[src/rtl/mdio_mgmt_pkg.sv]
package mdio_mgmt_pkg;

    localparam int PHY_W    = 5;
    localparam int REG_W    = 5;
    localparam int DATA_W   = 16;
    localparam int PRE_LEN  = 32;
    localparam int HDR_LEN  = 2 + 2 + PHY_W + REG_W;
    localparam int TA_LEN   = 2;
    localparam int FRAME_W  = HDR_LEN + TA_LEN + DATA_W;
    localparam int CNT_W    = $clog2(PRE_LEN) + 1;

    localparam int STA_PHY_LSB  = 0;
    localparam int STA_REG_LSB  = STA_PHY_LSB + PHY_W;
    localparam int STA_OP_BIT   = STA_REG_LSB + REG_W;
    localparam int STA_BUSY_BIT = DATA_W - 1;

    localparam logic [1:0] SOF_BITS = 2'b01;
    localparam logic [1:0] OPC_WR   = 2'b01;
    localparam logic [1:0] OPC_RD   = 2'b10;
    localparam logic [1:0] TA_DRIVE = 2'b10;

    typedef enum logic [2:0] {
        ST_IDLE,
        ST_PREAMBLE,
        ST_HEADER,
        ST_TURN,
        ST_DATA,
        ST_FINISH
    } mgmt_state_e;

    typedef struct packed {
        logic             is_write;
        logic [REG_W-1:0] regad;
        logic [PHY_W-1:0] phyad;
    } mgmt_cmd_t;

endpackage

[src/rtl/mdc_divider.sv]
module mdc_divider #(
    parameter int DIV_W = 8
) (
    input  logic             clk,
    input  logic             rst_n,
    input  logic             run,
    input  logic [DIV_W-1:0] half,
    output logic             mdc,
    output logic             rise_evt,
    output logic             fall_evt
);

    logic [DIV_W-1:0] cnt_q;
    logic             mdc_q;
    logic             at_edge;

    assign at_edge  = run && (cnt_q == half);
    assign rise_evt = at_edge && !mdc_q;
    assign fall_evt = at_edge && mdc_q;
    assign mdc      = mdc_q;

    always_ff @(posedge clk or negedge rst_n) begin
        if (!rst_n) begin
            cnt_q <= '0;
            mdc_q <= 1'b0;
        end else if (!run) begin
            cnt_q <= '0;
            mdc_q <= 1'b0;
        end else if (at_edge) begin
            cnt_q <= '0;
            mdc_q <= !mdc_q;
        end else begin
            cnt_q <= cnt_q + 1'b1;
        end
    end

endmodule

[src/rtl/mdio_frame_engine.sv]
module mdio_frame_engine
    import mdio_mgmt_pkg::*;
#(
    parameter int DIV_W = 8
) (
    input  logic              clk,
    input  logic              rst_n,
    input  logic              start,
    input  mgmt_cmd_t         start_cmd,
    input  logic [DATA_W-1:0] wr_data,
    input  logic [DIV_W-1:0]  mdc_half,
    output logic              mdc,
    output logic              mdio_o,
    output logic              mdio_oe,
    input  logic              mdio_i,
    output logic              busy,
    output logic              done,
    output logic              done_rd,
    output logic [DATA_W-1:0] rd_data
);

    mgmt_state_e        state_q, state_d;
    logic [CNT_W-1:0]   bit_q;
    logic [CNT_W-1:0]   last_bit;
    logic [FRAME_W-1:0] tx_sr;
    logic [DATA_W-1:0]  rx_sr;
    logic               is_wr_q;
    logic               nophy_q;
    logic               run;
    logic               rise_evt;
    logic               fall_evt;
    logic               phase_end;

    assign run = (state_q == ST_PREAMBLE) || (state_q == ST_HEADER) ||
                 (state_q == ST_TURN)     || (state_q == ST_DATA);

    mdc_divider #(.DIV_W(DIV_W)) u_div (
        .clk      (clk),
        .rst_n    (rst_n),
        .run      (run),
        .half     (mdc_half),
        .mdc      (mdc),
        .rise_evt (rise_evt),
        .fall_evt (fall_evt)
    );

    always_comb begin
        unique case (state_q)
            ST_PREAMBLE: last_bit = CNT_W'(PRE_LEN - 1);
            ST_HEADER:   last_bit = CNT_W'(HDR_LEN - 1);
            ST_TURN:     last_bit = CNT_W'(TA_LEN - 1);
            ST_DATA:     last_bit = CNT_W'(DATA_W - 1);
            default:     last_bit = '0;
        endcase
    end

    assign phase_end = fall_evt && (bit_q == last_bit);

    // state register
    always_ff @(posedge clk or negedge rst_n) begin
        if (!rst_n) state_q <= ST_IDLE;
        else        state_q <= state_d;
    end

    // next state
    always_comb begin
        state_d = state_q;
        unique case (state_q)
            ST_IDLE:     if (start)     state_d = ST_PREAMBLE;
            ST_PREAMBLE: if (phase_end) state_d = ST_HEADER;
            ST_HEADER:   if (phase_end) state_d = ST_TURN;
            ST_TURN:     if (phase_end) state_d = ST_DATA;
            ST_DATA:     if (phase_end) state_d = ST_FINISH;
            ST_FINISH:                  state_d = ST_IDLE;
            default:                    state_d = ST_IDLE;
        endcase
    end

    // frame datapath
    always_ff @(posedge clk or negedge rst_n) begin
        if (!rst_n) begin
            bit_q   <= '0;
            tx_sr   <= '0;
            rx_sr   <= '0;
            is_wr_q <= 1'b0;
            nophy_q <= 1'b0;
        end else if (state_q == ST_IDLE) begin
            if (start) begin
                bit_q   <= '0;
                is_wr_q <= start_cmd.is_write;
                nophy_q <= 1'b0;
                rx_sr   <= '0;
                tx_sr   <= {SOF_BITS,
                            start_cmd.is_write ? OPC_WR : OPC_RD,
                            start_cmd.phyad,
                            start_cmd.regad,
                            TA_DRIVE,
                            start_cmd.is_write ? wr_data : {DATA_W{1'b0}}};
            end
        end else begin
            if (fall_evt) begin
                bit_q <= phase_end ? '0 : bit_q + 1'b1;
                if (state_q != ST_PREAMBLE) tx_sr <= tx_sr << 1;
            end
            if (rise_evt && !is_wr_q) begin
                if (state_q == ST_TURN && bit_q == CNT_W'(TA_LEN - 1))
                    nophy_q <= mdio_i;
                if (state_q == ST_DATA)
                    rx_sr <= {rx_sr[DATA_W-2:0], mdio_i};
            end
        end
    end

    // outputs
    always_comb begin
        mdio_o  = 1'b1;
        mdio_oe = 1'b0;
        unique case (state_q)
            ST_PREAMBLE: begin
                mdio_o  = 1'b1;
                mdio_oe = 1'b1;
            end
            ST_HEADER: begin
                mdio_o  = tx_sr[FRAME_W-1];
                mdio_oe = 1'b1;
            end
            ST_TURN, ST_DATA: begin
                mdio_o  = tx_sr[FRAME_W-1];
                mdio_oe = is_wr_q;
            end
            default: begin
                mdio_o  = 1'b1;
                mdio_oe = 1'b0;
            end
        endcase
    end

    assign busy    = (state_q != ST_IDLE);
    assign done    = (state_q == ST_FINISH);
    assign done_rd = done && !is_wr_q;
    assign rd_data = nophy_q ? {DATA_W{1'b1}} : rx_sr;

    // clock held low outside an active frame
    p_mdc_low_idle_r3: assert property (@(posedge clk) disable iff (!rst_n)
        !run |-> !mdc);

    // the line value only moves on a falling MDC edge
    p_launch_on_fall_r4: assert property (@(posedge clk) disable iff (!rst_n)
        (run && !fall_evt) |=> $stable(mdio_o));

    // data phase of a read shifts in the pin value seen at the rise
    p_rx_capture_r8: assert property (@(posedge clk) disable iff (!rst_n)
        (state_q == ST_DATA && rise_evt && !is_wr_q) |=> (rx_sr[0] == $past(mdio_i)));

    // a write frame never releases the line while the clock runs
    p_write_driven_r7: assert property (@(posedge clk) disable iff (!rst_n)
        (run && is_wr_q) |-> mdio_oe);

endmodule

[src/rtl/mdio_host_regs.sv]
module mdio_host_regs
    import mdio_mgmt_pkg::*;
(
    input  logic              clk,
    input  logic              rst_n,
    input  logic              host_we,
    input  logic              host_addr,
    input  logic [DATA_W-1:0] host_wdata,
    output logic [DATA_W-1:0] host_rdata,
    input  logic              busy,
    input  logic              done,
    input  logic              done_rd,
    input  logic [DATA_W-1:0] rd_data,
    output logic              start,
    output mgmt_cmd_t         start_cmd,
    output logic [DATA_W-1:0] wr_data
);

    logic [DATA_W-1:0] data_q;
    mgmt_cmd_t         sta_q;
    logic [DATA_W-1:0] sta_view;

    assign start = host_we && host_addr && !busy;

    always_comb begin
        start_cmd.is_write = host_wdata[STA_OP_BIT];
        start_cmd.regad    = host_wdata[STA_REG_LSB +: REG_W];
        start_cmd.phyad    = host_wdata[STA_PHY_LSB +: PHY_W];
    end

    assign wr_data = data_q;

    always_ff @(posedge clk or negedge rst_n) begin
        if (!rst_n) begin
            data_q <= '0;
            sta_q  <= '0;
        end else begin
            if (start) sta_q <= start_cmd;
            if (done_rd)
                data_q <= rd_data;
            else if (host_we && !host_addr && !busy)
                data_q <= host_wdata;
        end
    end

    always_comb begin
        sta_view                            = '0;
        sta_view[STA_PHY_LSB +: PHY_W]      = sta_q.phyad;
        sta_view[STA_REG_LSB +: REG_W]      = sta_q.regad;
        sta_view[STA_OP_BIT]                = sta_q.is_write;
        sta_view[STA_BUSY_BIT]              = busy;
        host_rdata = host_addr ? sta_view : data_q;
    end

    // a command is visible as busy on the following cycle
    p_busy_after_start_r2: assert property (@(posedge clk) disable iff (!rst_n)
        start |=> busy);

    // commands issued during a transfer leave the stored command alone
    p_ignore_station_r10: assert property (@(posedge clk) disable iff (!rst_n)
        (busy && host_we) |=> $stable(sta_q));

    // data writes during a transfer are dropped unless a read result lands
    p_ignore_data_r10: assert property (@(posedge clk) disable iff (!rst_n)
        (busy && !done_rd) |=> $stable(data_q));

    // the read result is what the engine presented at completion
    p_read_result_r8: assert property (@(posedge clk) disable iff (!rst_n)
        done_rd |=> (data_q == $past(rd_data)));

endmodule

[src/rtl/mdio_station.sv]
module mdio_station
    import mdio_mgmt_pkg::*;
#(
    parameter int DIV_W = 8
) (
    input  logic              clk,
    input  logic              rst_n,
    input  logic              host_we,
    input  logic              host_addr,
    input  logic [DATA_W-1:0] host_wdata,
    output logic [DATA_W-1:0] host_rdata,
    input  logic [DIV_W-1:0]  mdc_half,
    output logic              mdc,
    output logic              mdio_o,
    output logic              mdio_oe,
    input  logic              mdio_i
);

    logic              start;
    mgmt_cmd_t         start_cmd;
    logic [DATA_W-1:0] wr_data;
    logic              busy;
    logic              done;
    logic              done_rd;
    logic [DATA_W-1:0] rd_data;

    mdio_host_regs u_regs (
        .clk        (clk),
        .rst_n      (rst_n),
        .host_we    (host_we),
        .host_addr  (host_addr),
        .host_wdata (host_wdata),
        .host_rdata (host_rdata),
        .busy       (busy),
        .done       (done),
        .done_rd    (done_rd),
        .rd_data    (rd_data),
        .start      (start),
        .start_cmd  (start_cmd),
        .wr_data    (wr_data)
    );

    mdio_frame_engine #(.DIV_W(DIV_W)) u_engine (
        .clk       (clk),
        .rst_n     (rst_n),
        .start     (start),
        .start_cmd (start_cmd),
        .wr_data   (wr_data),
        .mdc_half  (mdc_half),
        .mdc       (mdc),
        .mdio_o    (mdio_o),
        .mdio_oe   (mdio_oe),
        .mdio_i    (mdio_i),
        .busy      (busy),
        .done      (done),
        .done_rd   (done_rd),
        .rd_data   (rd_data)
    );

    // the line is released whenever no transfer is running
    p_idle_released_r1: assert property (@(posedge clk) disable iff (!rst_n)
        !busy |-> (!mdio_oe && !mdc));

endmodule

[config.mk]
export PLATFORM = sky130hd
export DESIGN_NAME = mdio_station
export DESIGN_NICKNAME = d
export VERILOG_FILES = /design/src/rtl/mdio_mgmt_pkg.sv /design/src/rtl/mdc_divider.sv /design/src/rtl/mdio_frame_engine.sv /design/src/rtl/mdio_host_regs.sv /design/src/rtl/mdio_station.sv
export SDC_FILE = /design/constraint.sdc
export NUM_CORES = 1
export LEC_CHECK = 0
export BUFFER_PORTS_ARGS = -buffer_cell sky130_fd_sc_hd__buf_4
export CAP_MARGIN = 30
export CORE_ASPECT_RATIO = 0.9
export CORE_UTILIZATION = 59
export DETAILED_ROUTE_END_ITERATION = 10
export PLACE_DENSITY_LB_ADDON = 0.2
export SYNTH_ARGS = -nofsm -noshare
export SYNTH_HDL_FRONTEND = slang
export SYNTH_SLANG_ARGS = --single-unit
[constraint.sdc]
create_clock -name clk -period 2.2 [get_ports clk]
set_input_delay 0.11 -clock clk [delete_from_list [all_inputs] [get_ports clk]]
set_output_delay 0.11 -clock clk [all_outputs]
set_load 0.005 [all_outputs]
After elaboration in Yosys (flattened, before gate mapping)
Cells that the tools add are included.
Widths: inputs -> output; s select.
{"block": "op_classes", "add_sub_neg": 2, "eq_ne": 15, "mux": 35, "reduce_logical": 35}
{"operator": "$mux 16", "n": 9}
{"operator": "$mux 32", "n": 4}
{"operator": "$mux 6", "n": 4}
{"operator": "$pmux 5 s4", "n": 1}
{"operator": "$mux 8", "n": 2}
{"operator": "$mux 3", "n": 5}
{"operator": "$pmux 3 s5", "n": 1}
{"operator": "$reduce_bool 2->1", "n": 6}
{"operator": "$logic_and 1x1->1", "n": 11}
{"operator": "$ne 2x1->1 const B", "n": 5}
{"operator": "$reduce_and 3->1", "n": 3}
{"operator": "$add 8x1->8 const B", "n": 1}
{"operator": "$eq 8x8->1", "n": 1}
{"operator": "$mux 1", "n": 7}
{"operator": "$add 6x1->6 const B", "n": 1}
{"operator": "$eq 3x2->1 const B", "n": 2}
{"operator": "$eq 3x3->1 const B", "n": 2}
{"operator": "$eq 6x1->1 const B", "n": 1}
{"operator": "$eq 6x5->1", "n": 1}
{"operator": "$reduce_and 5->1", "n": 1}
{"operator": "$logic_not 1->1", "n": 4}
{"operator": "$reduce_and 2->1", "n": 2}
{"operator": "$reduce_or 2->1", "n": 2}
{"operator": "$eq 3x1->1 const B", "n": 1}
{"operator": "other kinds (8)", "n": 10}
{"block": "word_totals", "register_bits": 95, "output_inout_bits": 19, "elab_cells": 99}

Longest topological paths before layout
Gate-level depths: netlist (run 1).
{"block": "logic_depth", "ltp_word": 10, "ltp_mapped": 8, "mapped_depth_nobuf": 6}

Cells and area by module
From an unflattened synthesis (run 1), not the netlist that was laid out.
{"block": "hier_totals", "cells_unflattened": 505, "area_unflattened_um2": 4939.7}
{"module": "mdio_frame_engine", "n_inst": 1, "cells_per_inst": 341, "area_per_inst_um2": 3026.7, "seq_area_each_um2": 1476.4}
{"module": "mdio_host_regs", "n_inst": 1, "cells_per_inst": 115, "area_per_inst_um2": 1420.1, "seq_area_each_um2": 675.6}
{"module": "mdc_divider", "n_inst": 1, "cells_per_inst": 49, "area_per_inst_um2": 493.0, "seq_area_each_um2": 225.2}

Least setup slack after synthesis (run 1)
No wires, ideal clock.
{"block": "synth_path", "path_type": "flip-flop to flip-flop", "startpoint": "register u_engine.state_q[1]", "endpoint": "register u_engine.tx_sr[10]", "setup_ns": 0.125, "t_arrival_ns": 1.815, "path_slack_ns": 0.260, "stages_incl_launch_ff": 8, "path_buffers": 2, "period_less_slack_ns": 1.940, "cell_sequence": "dfrtp_1 > buf_6 > or2_1 > nor2_4 > nand3_4 > a22oi_4 > buf_6 > mux2_4"}
{"block": "synth_between", "elab_chain_cells": 8, "word_cells_on_any_way": 19, "classes_between": "6 x eq/ne; 1 x mux; 12 x reduce/logical"}
{"element": "start, declared", "line_no": "mdio_frame_engine.sv:22", "text": "mgmt_state_e state_q, state_d;"}
{"element": "start signal, assigned", "line_no": "mdio_frame_engine.sv:62", "text": "else state_q <= state_d;"}
{"element": "$eq 3x1->1 / $eq 3x2->1 (equally long branches)", "line_no": "mdio_frame_engine.sv:34", "text": "assign run = (state_q == ST_PREAMBLE) || (state_q == ST_HEADER) ||"}
{"element": "$logic_or 1x1->1 (2 in series)", "line_no": "mdio_frame_engine.sv:34"}
{"element": "$logic_or 1x1->1", "line_no": "mdio_frame_engine.sv:35", "text": "(state_q == ST_TURN) || (state_q == ST_DATA);"}
{"element": "$logic_and 1x1->1", "line_no": "mdc_divider.sv:17", "text": "assign at_edge = run && (cnt_q == half);"}
{"element": "$logic_and 1x1->1", "line_no": "mdc_divider.sv:19", "text": "assign fall_evt = at_edge && mdc_q;"}
{"element": "$reduce_bool 2->1 (no source line)"}
{"element": "$reduce_and 3->1 (no source line)"}
{"element": "end signal, assigned", "line_no": "mdio_frame_engine.sv:93", "text": "tx_sr <= {SOF_BITS,"}
{"element": "end signal, assigned", "line_no": "mdio_frame_engine.sv:103", "text": "if (state_q != ST_PREAMBLE) tx_sr <= tx_sr << 1;"}
{"element": "end, declared", "line_no": "mdio_frame_engine.sv:25", "text": "logic [FRAME_W-1:0] tx_sr;"}
Several ways; a longest one is shown, not always the timed one.
A chain may end at the register's enable or synchronous reset.

Worst setup path in the final report (run 1)
{"block": "layout_path", "startpoint": "register u_engine.state_q[2]", "endpoint": "register u_engine.state_q[1]"}
{"block": "layout_between", "elab_chain_cells": 9, "word_cells_on_any_way": 23, "classes_between": "10 x eq/ne; 2 x mux; 11 x reduce/logical"}
{"element": "parallel branches: the longest is 9 deep, another holds $eq 6x5->1"}
Parallel ways; which one is timed is not known.

==> results of run 1 <==
==> worst reg2reg max path, delay by kind of cell, from the launching register on <==
family | cells | cell delay (ns)
AOI/OAI and AO/OA | 2 | 0.42
buffers and inverters | 1 | 0.19
and+or+nand+nor | 2 | 0.71
DFF | 1 | 0.46
muxes | 1 | 0.27
==> layout make-up <==
cell class	instances	area (um^2)	area share [%]
clock buffers	10	127.6	2.190
clock inverters	6	62.56	1.073
inverters	7	26.28	0.4508
multi-input cells	399	2459	42.19
flip-flops and latches	94	2355	40.40
well taps	99	123.9	2.125
repair buffers	77	674.4	11.57
==> per-layer routing <==
layer,vias to the layer above,track usage (%),wire [um]
li1,1923,-,-
met1,1974,39.50,5511
met2,155,44.18,5592
met3,21,7.271,786
met4,0,11.53,235
met5,-,0,0
==> stage by stage <==
step / worst slack, ns / instance area (um^2) / instances / util, %
after floorplan: 0.2601 / 5000 / 536 / -
after global placement: 0.1483 / 5455 / 661 / 66.97
after detailed placement: 0.07121 / 5470 / 662 / 67.16
after CTS: 0.04877 / 5781 / 690 / 70.97
after global routing: -0.02191 / 5828 / 692 / 71.55
final: 0.06939 / 5828 / 692 / 71.55
==> logic make-up after synthesis <==
logic type | synth area share [%]
AOI/OAI and AO/OA | 11.39
xor gates and xnor gates | 2.803
adders and majority gates | 0.7508
buffers and inverters | 4.254
DFF | 47.05
muxes | 11.14
and+or+nand+nor | 22.62
==> flip-flops by register name (all words and copies together) (netlist names) <==
register,count
u_engine.u_div.cnt_q,8
u_engine.state_q,3
u_engine.u_div.mdc,1
u_engine.rx_sr,16
u_regs.sta_q,10
u_engine.nophy_q,1
u_engine.is_wr_q,1
u_regs.wr_data,16
u_engine.tx_sr,32
u_engine.bit_q,6
==> Yosys cell counts, types with 2 or more instances <==
library cell	number
nor2_1	18
a31oi_1	3
or2_1	3
clkbuf_1	23
nor4_1	2
or2_2	3
buf_2	5
o21ai_0	65
mux2_4	26
nand3b_1	2
dfrtp_1	94
and4_1	3
nor2b_1	5
buf_1	2
nand4_1	3
mux2i_1	2
ha_1	3
nand2_1	154
o32a_1	2
xnor2_1	10
o211ai_1	3
a32o_1	3
nand3_1	16
nor4b_2	2
o31ai_1	3
and3_1	7
inv_1	7
buf_6	6
mux2_2	13
a21oi_1	3
or3_1	18
xor2_1	6
o21ai_1	6
nor3_1	2
==> worst paths after layout <==
kind | slack (ns) | from | end | depth (start not counted)
max | 0.07 | u_engine.state_q[2]$_DFFE_PN0P_ | u_engine.state_q[1]$_DFFE_PN0P_ | 6
max reg2reg | 0.07 | u_engine.state_q[2]$_DFFE_PN0P_ | u_engine.state_q[1]$_DFFE_PN0P_ | 6
min reg2reg | 0.49 | u_regs.sta_q[2]$_DFFE_PN0P_ | u_regs.sta_q[2]$_DFFE_PN0P_ | 2
min | 0.07 | host_wdata[11] | u_regs.wr_data[11]$_DFFE_PN0P_ | 3
max in group asynchronous | 1.25 | rst_n | u_engine.tx_sr[2]$_DFFE_PN0P_ | 3
min in group asynchronous | 0.29 | rst_n | u_engine.state_q[2]$_DFFE_PN0P_ | 2
==> power by group <==
part | total [mW] | switching (mW) | internal [mW]
Combinational | 0.468 | 0.239 | 0.229
Sequential | 1.94 | 0.119 | 1.82
Clock | 1.15 | 0.625 | 0.522
Total | 3.55 | 0.983 | 2.57
==> layout by cell type (no fill, tap or decap), types with 9 or more instances in the layout <==
cell type	Yosys	final
dlygate4sd3_1	0	12
mux2_4	26	26
nand2_1	154	154
buf_4	0	59
clkbuf_8	0	9
xnor2_1	10	10
nor2_1	18	18
mux2_2	13	13
dfrtp_1	94	92
nand3_1	16	16
o21ai_0	65	65
or3_1	18	17
==> timing repair <==
item,CTS,global route
gates resized for setup,0,5
buffers inserted,0,1
endpoints found under the setup margin,0,33
hold buffers,12,0
endpoints found under the hold margin,57,0
==> impl_metrics.tcl, run 1 <==
set metrics [dict create \
    antenna_found_initial 0 \
    htree_levels 3 \
    cts_tree "done" \
    clk_path_buf_depth 2 \
    die_x_um 99.04 \
    ios 48 \
    timing.fmax_mhz 469.3 \
    timing.final.crit_share_pct 96.85 \
    fin_setup_tns_ns 0 \
    ys_types 47 \
    cts_buffers 9 \
    grt_setup_unrepaired "true" \
    yosysSeqAreaShare_pct 47.05 \
    synth_top_area_cell "dfrtp_1" \
    finalHoldViolCount 0 \
    num_vias 4073 \
    rows 31 \
    worstSetupPathType "flip-flop to flip-flop" \
    drive_gt1_share_pct 23.10 \
    crit_slowest_cell "dfrtp_2" \
    wl_mm 12.13 \
    fin_crit_ns 2.131 \
    power_density_mw_per_mm2 609.9 \
    grt_start_max_net_pins 50 \
    yosysTopAreaCellShare_pct 47.05 \
    antenna_left 0 \
    antennaDiodeCount 0 \
    grt_overflow 0 \
    hpwl_mm 8.195 \
    track_usage_pct 28.77 \
    fin_hold_ws_ns 0.06901 \
    yosys_warnings 0 \
    synthCells 536 \
    crit_path_start_kind "flip-flop" \
    synth_seq_cells 94 \
    core_region_area_mm2 0.008145 \
    maxCapViolations 0 \
    crit_path_max_fanout 9 \
    critPathMaxStageDelay_ns 0.46 \
    finalSetupViolCount 0 \
    syn_area_mm2 0.005000 \
    die_area_mm2 0.008847 \
    skew_ns 0.01343 \
    avgRoutedWirePerCell_um 17.52 \
    p_leak_nw 2.692 \
    gp_congestion 0.8811 \
    num-fill-cells 617 \
    cp.required_ns 2.49 \
    drcViolationCount 0 \
    ys_async_sr_fraction_pct 100.0 \
    viasPerCell 5.886 \
    p_total_mw 3.555 \
    postSynthAreaPerCell_um2 9.328 \
    dr.first_iter.drc_count 239 \
    fin_nets 620 \
    cp.arrival_ns 2.42 \
    synth_nets 568 \
    tightestPinTransition_ns 0.6202 \
    hold_class "input port to flip-flop" \
    synth_area_leaders "dfrtp_1 (47%), nand2_1 (12%), mux2_4 (7.8%)" \
    grt_pass1_wl_mm 19.40 \
    critPathBufInv 1 \
    port_buffers 47 \
    finalMaxSlewViolations 0 \
    crit_path_end_kind "flip-flop" \
    synthFlopType "dfrtp_1" \
    path_delay_family "simple AND/OR/NAND/NOR gates" \
    clk_latency_ns 0.38 \
    relSlewSlack_pct 58.66 \
    firstDrtPassIters 4 \
    start_util_pct 61.38 \
    synth_edf_count 0 \
    chipHeight_um 89.33 \
    cts.sinks 94 \
    clk_pin_slew_ns 0.10 \
    status "complete, no violations" \
    crit_chain "buf_4 -> or3b_1 -> a211oi_2 -> o22ai_2 -> nor4_1 -> mux2i_1" \
    grt_pass1_vias 3823 \
    clockRootBuffer "clkbuf_8" \
    area_growth_pct 16.57 \
    ir_drop_v 0.0006405 \
]
Note: power is estimated with default switching activity, not from simulation.
==> inputs of run 2 (changes only) <==
--- a/config.mk
+++ b/config.mk
@@ -10,7 +10,9 @@
 export CORE_ASPECT_RATIO = 0.9
 export CORE_UTILIZATION = 59
 export DETAILED_ROUTE_END_ITERATION = 10
+export HOLD_SLACK_MARGIN = 0.15
 export PLACE_DENSITY_LB_ADDON = 0.2
+export RECOVER_POWER = 25
 export SYNTH_ARGS = -nofsm -noshare
 export SYNTH_HDL_FRONTEND = slang
 export SYNTH_SLANG_ARGS = --single-unit
==> run 2 against run 1 <==
  * Total power rose by 0.37%
  * Setup slack barely moved
  * Clock power barely moved
  * Cell count rose by 0.87%
  * Global-route usage rose by 0.19 points
  * Sequential share of layout area fell by 0.40 points
  * Core utilization rose by 0.71 points
  * Clock-buffer cell count did not move
  * First-iteration DRC count rose by 16%
  * Clock skew barely moved
  * Critical endpoint is now u_engine.tx_sr[1]$_DFFE_PN0P_
==> impl_metrics.tcl, run 2 (synthesis gave the netlist of run 1 again) <==
set metrics [dict create \
    layout.cells.non_filler 698 \
    relSlewSlack_pct 20.96 \
    fin_hold_ws_ns 0.2220 \
    drive_gt1_share_pct 22.87 \
    skew_ns 0.01300 \
    antenna_found_initial 0 \
    num_vias 4091 \
    finalSetupViolCount 0 \
    endpoint "u_engine.tx_sr[1]$_DFFE_PN0P_" \
    finalMaxSlewViolations 0 \
    grt_pass1_wl_mm 19.51 \
    top_layer_used "met4" \
    hpwl_mm 8.195 \
    die_x_um 99.04 \
    crit_slowest_cell "dfrtp_2" \
    largest-register "u_engine.tx_sr" \
    clockRootBuffer "clkbuf_8" \
    grt_overflow 0 \
    m1WireLength_mm 5.559 \
    cp-startpoint "u_engine.state_q[1]$_DFFE_PN0P_" \
    maxCapViolations 0 \
    placed_area_mm2 0.005470 \
    final_common_cell "nand2_1" \
    avgRoutedWirePerCell_um 17.45 \
    ir_drop_v 0.0006410 \
    worstSetupPathType "flip-flop to flip-flop" \
    reg2reg_from "u_engine.state_q[1]$_DFFE_PN0P_" \
    wl_met3_um 749 \
    dr.first_iter.drc_count 277 \
    viasPerCell 5.861 \
    crit_path_max_fanout 16 \
    grt_setup_unrepaired "true" \
    htree_levels 3 \
    ios 48 \
    crit_chain "buf_4 -> o21ai_2 -> and3_1 -> nand3_2 -> a22oi_4 -> buf_12 -> mux2_2" \
    r2r_setup_slack_ns 0.07 \
    cp.required_ns 2.46 \
    hold_class "input port to flip-flop" \
    cts_tree "done" \
    wl_met2_mm 5.649 \
    p_leak_nw 2.716 \
    core_region_area_mm2 0.008145 \
    dp.cells 662 \
    grt_pass1_vias 3849 \
    clk_pin_slew_ns 0.10 \
    cts_buffers 9 \
    largest_reg_flops 32 \
    mostFrequentLayoutCells "nand2_1 (154), dfrtp_1 (92), o21ai_0 (65)" \
    status "complete, no violations" \
    antenna_left 0 \
    timing.final.crit_share_pct 96.86 \
    firstDrtPassIters 5 \
    clk_latency_ns 0.38 \
    r2r_cells 7 \
    cts.sinks 94 \
    tightestPinTransition_ns 1.186 \
    area_growth_pct 17.72 \
    antennaDiodeCount 0 \
    r2r_end "u_engine.tx_sr[1]$_DFFE_PN0P_" \
    die_area_mm2 0.008847 \
    crit_path_end_kind "flip-flop" \
    timing.fmax_mhz 469.3 \
    cp.arrival_ns 2.39 \
    fin_crit_ns 2.131 \
    port_buffers 47 \
    design_area_mm2 0.005886 \
    power_density_mw_per_mm2 606.2 \
    crit_path_start_kind "flip-flop" \
    track_usage_pct 28.96 \
    fin_nets 626 \
    grt_start_max_net_pins 50 \
    wl_mm 12.18 \
    clk_path_buf_depth 2 \
    critPathMaxStageDelay_ns 0.45 \
    gp_congestion 0.8811 \
    drcViolationCount 0 \
    finalHoldViolCount 0 \
    rows 31 \
    start_util_pct 61.38 \
    chipHeight_um 89.33 \
]
[run 2: worst min path at each step]
stage             from  slack [ns]  cells past startpoint                             end
6_report       host_we        0.22                      3   u_engine.bit_q[3]$_DFFE_PN0P_
4_1_cts        host_we        0.20                      3   u_engine.bit_q[3]$_DFFE_PN0P_
3_5_place_dp     rst_n        0.16                      1  u_engine.tx_sr[31]$_DFFE_PN0P_
5_1_grt        host_we        0.25                      3   u_engine.bit_q[3]$_DFFE_PN0P_
2_1_floorplan    rst_n       -0.19                      0   u_engine.bit_q[0]$_DFFE_PN0P_
3_3_place_gp     rst_n        0.16                      1  u_engine.tx_sr[31]$_DFFE_PN0P_
[run 2: critical path, delay by kind of cell (launching register included)]
kind | cells | cell delay (ns)
flops | 1 | 0.45
buf+inv | 2 | 0.41
compound gates | 2 | 0.44
mux | 1 | 0.35
simple gates | 2 | 0.36
[run 2: layout make-up]
| class | instances | area (um^2) |
|---|---|---|
| sequential | 94 | 2355 |
| multi-input combinational | 399 | 2459 |
| clock inverter | 6 | 62.56 |
| inverter | 7 | 26.28 |
| fill | 602 | 2260 |
| clock buffer | 10 | 127.6 |
| tap | 99 | 123.9 |
| timing repair buffer | 83 | 732.0 |
[run 2: report_power, final]
part	switching, mW	internal (mW)	total [mW]
registers	0.119	1.82	1.94
logic	0.243	0.235	0.478
clock network	0.628	0.522	1.15
total	0.991	2.58	3.57
[run 2: per-layer routing]
| layer | up-vias | track usage, % |
|---|---|---|
| met4 | 0 | 11.53 |
| met3 | 23 | 7.271 |
| met5 | - | 0 |
| met1 | 1974 | 39.55 |
| li1 | 1941 | - |
| met2 | 153 | 44.82 |
[run 2: metrics by stage]
stage / worst slack (ns) / TNS (ns) / power [mW] / util (%)
2_1_floorplan: 0.2601 / 0 / 2.223 / -
3_3_place_gp: 0.1483 / 0 / 2.397 / 66.97
3_5_place_dp: 0.07121 / 0 / 2.424 / 67.16
4_1_cts: 0.04877 / 0 / 3.582 / 71.71
5_1_grt: -0.02193 / -0.04093 / 3.705 / 72.26
6_report: 0.06904 / 0 / 3.568 / 72.26
[run 2: repair_timing]
action | 4_1_cts | 5_1_grt
endpoints found under the setup margin | 0 | 33
hold buffers | 18 | 0
buffers inserted | 0 | 1
hold endpoints to repair | 82 | 0
resized for setup | 0 | 5
